## config.mk

```make
export PLATFORM = sky130hd
export DESIGN_NAME = actv_tracker
export DESIGN_NICKNAME = d
export VERILOG_FILES = /design/src/rtl/actv_pkg.sv /design/src/rtl/actv_ctrl.sv /design/src/rtl/actv_datapath.sv /design/src/rtl/actv_tracker.sv
export SDC_FILE = /design/constraint.sdc
export NUM_CORES = 1
export LEC_CHECK = 0
export ABC_CLOCK_PERIOD_IN_PS = 9660
export BUFFER_PORTS_ARGS = -buffer_cell sky130_fd_sc_hd__buf_2
export CORE_AREA = 5 5 45 57
export DETAILED_ROUTE_END_ITERATION = 10
export DIE_AREA = 0 0 50 62
export PLACE_DENSITY = 0.82
export SKIP_CTS_REPAIR_TIMING = 1
export SLEW_MARGIN = 20
export SYNTH_ARGS = -nofsm -noshare
export SYNTH_HDL_FRONTEND = slang
export SYNTH_SLANG_ARGS = --single-unit
```

## constraint.sdc

```tcl
create_clock -name clk -period 9.66 [get_ports clk]
set_input_delay 1.932 -clock clk [delete_from_list [all_inputs] [get_ports clk]]
set_output_delay 1.932 -clock clk [all_outputs]
set_load 0.03 [all_outputs]
```

## src/rtl/actv_pkg.sv

```systemverilog
package actv_pkg;
  // strobes issued by the control to the datapath each cycle
  typedef struct packed {
    logic shift;       // age every slot by one place
    logic markNewest;  // write a 1 into slot 0 after any shift
    logic slotInc;     // slot 0 goes from empty to occupied
    logic load;        // counter takes the load value
  } actvStrobe_t;
endpackage

```

## src/rtl/actv_ctrl.sv

```systemverilog
module actv_ctrl
  import actv_pkg::*;
#(
  parameter int NUM_STAGES = 4,
  localparam int STG_W = $clog2(NUM_STAGES + 1)
) (
  input  logic                  clk,
  input  logic                  rstN,
  input  logic                  wrPulse,
  input  logic                  advance,
  input  logic                  loadEn,
  input  logic [NUM_STAGES-1:0] stageOn,
  input  logic [NUM_STAGES-1:0] stageOff,
  input  logic                  newestBit,
  output actvStrobe_t           strobe,
  output logic [STG_W-1:0]      stageUp,
  output logic [STG_W-1:0]      stageDown,
  output logic [STG_W-1:0]      stageCount
);

  logic [NUM_STAGES-1:0] flagQ;
  logic [NUM_STAGES-1:0] goOn;
  logic [NUM_STAGES-1:0] goOff;

  generate
    for (genvar i = 0; i < NUM_STAGES; i++) begin : g_stage
      assign goOn[i]  = stageOn[i] & ~stageOff[i] & ~flagQ[i];
      assign goOff[i] = stageOff[i] & ~stageOn[i] & flagQ[i];
      always_ff @(posedge clk) begin
        if (!rstN)          flagQ[i] <= 1'b0;
        else if (goOn[i])   flagQ[i] <= 1'b1;
        else if (goOff[i])  flagQ[i] <= 1'b0;
      end
    end
  endgenerate

  always_comb begin
    stageUp    = '0;
    stageDown  = '0;
    stageCount = '0;
    for (int i = 0; i < NUM_STAGES; i++) begin
      stageUp    = stageUp + STG_W'(goOn[i]);
      stageDown  = stageDown + STG_W'(goOff[i]);
      stageCount = stageCount + STG_W'(flagQ[i]);
    end
  end

  // shift first, so a write in an advancing cycle always finds slot 0 empty
  always_comb begin
    strobe.shift      = advance;
    strobe.markNewest = wrPulse;
    strobe.slotInc    = wrPulse & (advance | ~newestBit);
    strobe.load       = loadEn;
  end

  // a conflicting request leaves the flag untouched
  a_r6_conflict_hold: assert property (@(posedge clk) disable iff (!rstN)
    1'b1 |=> ((flagQ ^ $past(flagQ)) & $past(stageOn & stageOff)) == '0);

  // a lone activate request always leaves the flag set
  a_r5_activate_sets: assert property (@(posedge clk) disable iff (!rstN)
    1'b1 |=> (flagQ & $past(stageOn & ~stageOff)) == $past(stageOn & ~stageOff));

  // a lone deactivate request always leaves the flag clear
  a_r5_deactivate_clears: assert property (@(posedge clk) disable iff (!rstN)
    1'b1 |=> (flagQ & $past(stageOff & ~stageOn)) == '0);

endmodule

```

## src/rtl/actv_datapath.sv

```systemverilog
module actv_datapath
  import actv_pkg::*;
#(
  parameter int LATENCY    = 5,
  parameter int NUM_STAGES = 4,
  localparam int CNT_W = $clog2(LATENCY + NUM_STAGES + 1),
  localparam int STG_W = $clog2(NUM_STAGES + 1)
) (
  input  logic              clk,
  input  logic              rstN,
  input  actvStrobe_t       strobe,
  input  logic [STG_W-1:0]  stageUp,
  input  logic [STG_W-1:0]  stageDown,
  input  logic [STG_W-1:0]  stageCount,
  input  logic [CNT_W-1:0]  loadVal,
  output logic [CNT_W-1:0]  count,
  output logic              newestBit
);

  localparam int CNT_MAX = (1 << CNT_W) - 1;

  logic [LATENCY-1:0] slotsQ;
  logic [LATENCY-1:0] slotsD;
  logic [CNT_W-1:0]   countQ;
  logic [CNT_W-1:0]   countD;
  logic               slotDec;
  int                 sumTmp;

  assign slotDec   = strobe.shift & slotsQ[LATENCY-1];
  assign newestBit = slotsQ[0];

  generate
    if (LATENCY == 1) begin : g_single
      always_comb begin
        slotsD = strobe.shift ? 1'b0 : slotsQ;
        if (strobe.markNewest) slotsD[0] = 1'b1;
      end
    end else begin : g_chain
      always_comb begin
        slotsD = strobe.shift ? {slotsQ[LATENCY-2:0], 1'b0} : slotsQ;
        if (strobe.markNewest) slotsD[0] = 1'b1;
      end
    end
  endgenerate

  always_comb begin
    sumTmp = int'(countQ) + int'(strobe.slotInc) + int'(stageUp)
           - int'(slotDec) - int'(stageDown);
    if (strobe.load)            countD = loadVal;
    else if (sumTmp < 0)        countD = '0;
    else if (sumTmp > CNT_MAX)  countD = CNT_W'(CNT_MAX);
    else                        countD = sumTmp[CNT_W-1:0];
  end

  always_ff @(posedge clk) begin
    if (!rstN) begin
      slotsQ <= '0;
      countQ <= '0;
    end else begin
      slotsQ <= slotsD;
      countQ <= countD;
    end
  end

  assign count = countQ;

  // checking aid: the tally invariant only holds until the first load
  logic everLoaded;
  always_ff @(posedge clk) begin
    if (!rstN)            everLoaded <= 1'b0;
    else if (strobe.load) everLoaded <= 1'b1;
  end

  // counter matches occupied slots plus busy stages
  a_r10_tally: assert property (@(posedge clk) disable iff (!rstN)
    !everLoaded |-> int'(countQ) == $countones(slotsQ) + int'(stageCount));

  // a repeated write with nothing else going on leaves the count alone
  a_r2_repeat_write: assert property (@(posedge clk) disable iff (!rstN)
    (strobe.markNewest && !strobe.shift && slotsQ[0] && !strobe.load &&
     stageUp == '0 && stageDown == '0) |=> $stable(countQ));

  // a write during an advance always ends up in slot 0
  a_r4_write_after_shift: assert property (@(posedge clk) disable iff (!rstN)
    (strobe.shift && strobe.markNewest) |=> slotsQ[0]);

  // a load wins over everything else
  a_r8_load: assert property (@(posedge clk) disable iff (!rstN)
    strobe.load |=> countQ == $past(loadVal));

  // a count of zero with no additions stays at zero
  a_r9_floor: assert property (@(posedge clk) disable iff (!rstN)
    (countQ == '0 && !strobe.load && !strobe.markNewest && stageUp == '0)
      |=> countQ == '0);

endmodule

```

## src/rtl/actv_tracker.sv

```systemverilog
module actv_tracker
  import actv_pkg::*;
#(
  parameter int LATENCY    = 5,
  parameter int NUM_STAGES = 4,
  localparam int CNT_W = $clog2(LATENCY + NUM_STAGES + 1),
  localparam int STG_W = $clog2(NUM_STAGES + 1)
) (
  input  logic                  clk,
  input  logic                  rstN,
  input  logic                  wrPulse,
  input  logic                  advance,
  input  logic [NUM_STAGES-1:0] stageOn,
  input  logic [NUM_STAGES-1:0] stageOff,
  input  logic                  loadEn,
  input  logic [CNT_W-1:0]      loadVal,
  output logic [CNT_W-1:0]      count,
  output logic                  active
);

  actvStrobe_t      strobe;
  logic [STG_W-1:0] stageUp;
  logic [STG_W-1:0] stageDown;
  logic [STG_W-1:0] stageCount;
  logic             newestBit;

  actv_ctrl #(.NUM_STAGES(NUM_STAGES)) u_ctrl (
    .clk        (clk),
    .rstN       (rstN),
    .wrPulse    (wrPulse),
    .advance    (advance),
    .loadEn     (loadEn),
    .stageOn    (stageOn),
    .stageOff   (stageOff),
    .newestBit  (newestBit),
    .strobe     (strobe),
    .stageUp    (stageUp),
    .stageDown  (stageDown),
    .stageCount (stageCount)
  );

  actv_datapath #(.LATENCY(LATENCY), .NUM_STAGES(NUM_STAGES)) u_dp (
    .clk        (clk),
    .rstN       (rstN),
    .strobe     (strobe),
    .stageUp    (stageUp),
    .stageDown  (stageDown),
    .stageCount (stageCount),
    .loadVal    (loadVal),
    .count      (count),
    .newestBit  (newestBit)
  );

  assign active = |count;

  // active follows the count on every cycle
  a_r7_active: assert property (@(posedge clk) disable iff (!rstN)
    active == (count != '0));

endmodule

```

==> flow_summary.ini <==
[global_route]
antenna_violations_before_repair = 0
grt.overflow.total = 0
grt_first_pass_wirelength_um = 3500
grt_start_max_net_pins = 11
vias_in_the_first_global_route = 887
grt_usage = 0.152

[drt]
drt_first_pass_iters = 5
routed_wire_length_per_instance_um = 12.5
detail-route-antenna-nets = 0
drc = 0
drtIter0Drc = 14
routed_wirelength_um = 2010
detail_route.vias_per_cell = 5.57
via_count = 897

[clock_network]
htree_num_levels = 1
clockRootBuffer = sky130_fd_sc_hd__clkbuf_4
insertion_delay_to_the_later_sink_of_the_worst_skew_pair_ps = 280
cts.clk_slew.worst_paths_ps = 80
clockBufferDepth = 2
cts_tree = done
cts.sinks = 13
cts-buffers-inserted = 3

[synth]
number_of_distinct_standard_cells_referenced_by_the_synthesized_netlist = 27
yosysWarningCount = 0
yosys.area_share.simple = 0.147
synth_compound_area_frac = 0.176
synth_mux_area_frac = 0.0372
post_synth_inst_count = 117
synth_enable_flop_cells = 0
synth_top_cells_by_area = sky130_fd_sc_hd__dfxtp_1 (24%), sky130_fd_sc_hd__ha_1 (19%), sky130_fd_sc_hd__fa_1 (11%)
synth_area_sq_um = 1080
synth.ff_latch_count = 13
yosys.area.top_type = sky130_fd_sc_hd__dfxtp_1
synthAdderAreaFrac = 0.298
post-synth-top-area-fraction = 0.242
ys.flop_type = sky130_fd_sc_hd__dfxtp_1
post_synth_xor_area_fraction = 0.0244
main_combinational_cell_family_by_area_after_synthesis = adder cells
synth_sequential_area_ratio = 0.242
synth.net_count = 156
synth_area_per_cell_sq_um = 9.20
synthArstFlopShare = 0

[setup_path]
crit_path_cell_trace = buf_2 -> nor3b_1 -> ha_1 -> inv_1 -> fa_1 -> fa_1 -> inv_1 -> fa_1 -> inv_1 -> ha_1 -> nand3_1 -> a211o_1 -> and2_2 -> ha_1 -> inv_1 -> a2111oi_4 -> o22ai_1 -> a32o_1
worstPathMaxFanout = 4
worst-endpoint-arrival_ps = 6110
end_kind = register
critical_path_most_common_cell = sky130_fd_sc_hd__inv_1
cpLargestDelayFamily = adder cells
critPathSlowestCell = sky130_fd_sc_hd__fa_1
cp_slowest_stage_delay_ps = 530
critPathRequiredTime_ps = 9830
count_of_buffer_and_inverter_cells_on_the_critical_path = 5
path_class = in2reg
crit_path_start_kind = input pin

[cells_and_area]
synthToLayoutAreaGrowth_pct = 14.2
antenna_cells = 0
final_cells = 161
num-fill-cells = 177
nets = 181
finish.instance_area_sq_um = 1230
multiInputGateArea_sq_um = 733
post_route_cells_drive_above_1_share = 0.199
sequential_cell_area_sq_um = 260

[place]
post-dp-hpwl_um = 1730
gp_congestion = 0.830
post_place_setup_slack_ps = 3420
count_of_buffers_inserted_at_the_top_level_ports = 21
place.detailed.instances = 157
placement_cell_area_sq_um = 1200

[floorplanning]
num_rows = 18
dieWidth_um = 50
coreArea_sq_um = 1940
floorplan.io_pins = 22
die_height_um = 62
start_util = 0.556
fp.dieArea_sq_um = 3100

[outcome]
status = complete, no violations

[sta]
worst_slew_pin_slew_ps = 370
final-setup-viol-count = 0
fmax_mhz = 168
final-hold-violation-count = 0
final_max_slew_viol_count = 0
setup_total_negative_slack_ps = 0
fin_ws_ps = 3720
finalWorstPathRequiredPeriod_ps = 5940
clock-skew-final_ps = 2.66
fin_worst_hold_slack_ps = 496
timing.max_slew.rel_slack = 0.752
fin_crit_share = 0.615
rsz0062_at_grt = no

[pwr]
power.leakage_uw = 0.000604
pwr_density_cell_nw_per_um2 = 203
peak_supply_drop_mv = 0.0986

[hold_path]
worst_hold_path_type = reg2reg

[job]
cap_violations = 0
-- layout by cell type, fill, tap and decap left out, types with 4 or more instances in the layout --
cell | netlist | routed
sky130_fd_sc_hd__buf_2 | 0 | 21
sky130_fd_sc_hd__inv_1 | 20 | 20
sky130_fd_sc_hd__ha_1 | 16 | 16
sky130_fd_sc_hd__dfxtp_1 | 13 | 13
sky130_fd_sc_hd__nor2_1 | 10 | 10
sky130_fd_sc_hd__a21oi_1 | 8 | 8
sky130_fd_sc_hd__fa_1 | 6 | 6
sky130_fd_sc_hd__nand2_1 | 5 | 5
sky130_fd_sc_hd__o21ai_0 | 5 | 5
sky130_fd_sc_hd__nand3_1 | 4 | 4
sky130_fd_sc_hd__a32o_1 | 4 | 4
sky130_fd_sc_hd__mux2i_1 | 4 | 4
-- path summary, 6_finish.rpt --
| kind | start | endpoint | slack (ps) | depth (start not counted) |
|---|---|---|---|---|
| setup / recovery | stageOn[0] | u_dp.count[3] | 3720 | 18 |
| hold / removal | u_ctrl.flagQ[2] | u_ctrl.flagQ[2] | 500 | 2 |
| setup reg to reg | u_ctrl.flagQ[0] | u_dp.count[3] | 5140 | 17 |
| hold reg to reg | u_ctrl.flagQ[2] | u_ctrl.flagQ[2] | 500 | 2 |
-- registers in the layout, summed over array words and instances (netlist names) --
signal / count
u_dp.slotsQ: 5
u_dp.count: 4
u_ctrl.flagQ: 4
-- area by class of cell --
| class | instances | area share |
|---|---|---|
| sequential | 13 | 0.212 |
| clock buffer | 4 | 0.0214 |
| tap | 20 | 0.0204 |
| inverter | 21 | 0.0642 |
| timing repair buffer | 21 | 0.0855 |
| multi-input combinational | 82 | 0.597 |
-- cell usage after synthesis (all sizes together) (3+ instances only) --
cell type  count
ha            16
o21ai          5
nand3          4
inv           20
mux2i          4
a32o           4
nand2          5
xnor2          3
dfxtp         13
fa             6
a21oi          8
nor2          10
-- logic make-up after synthesis --
group | count (synthesis)
AOI/OAI and AO/OA | 23
xor gates and xnor gates | 3
adders and majority gates | 22
buffers and inverters | 22
DFF | 13
muxes | 4
and+or+nand+nor | 30
-- per-layer routing --
| metal | track usage | part of all wire | up-vias |
|---|---|---|---|
| met1 | 0.155 | 0.39 | 413 |
| met3 | 0.0453 | 0.074 | 7 |
| met2 | 0.266 | 0.49 | 28 |
| met5 | 0 | 0 | - |
| li1 | - | - | 449 |
| met4 | 0.105 | 0.038 | 0 |
-- where the power goes --
group / leakage [uW] / switching, uW / total (uW) / internal [uW]
clock network: 0.0000150 / 18.0 / 34.0 / 16.1
logic: 0.000482 / 84.0 / 150 / 65.9
registers: 0.000107 / 5.73 / 65.7 / 59.9
-- worst min-delay path: cells and delay by family, from the launching register on --
kind           cells  cell delay [ps]
flip-flops         1              320
AO/OA/AOI/OAI      2              130
-- per-stage QoR --
step                 util  total power (uW)
floorplan               -               183
CTS                 0.634               253
detailed placement  0.621               217
global route        0.634               275
finish              0.634               250
global placement    0.621               210
Power figures use the tool's default switching activity.
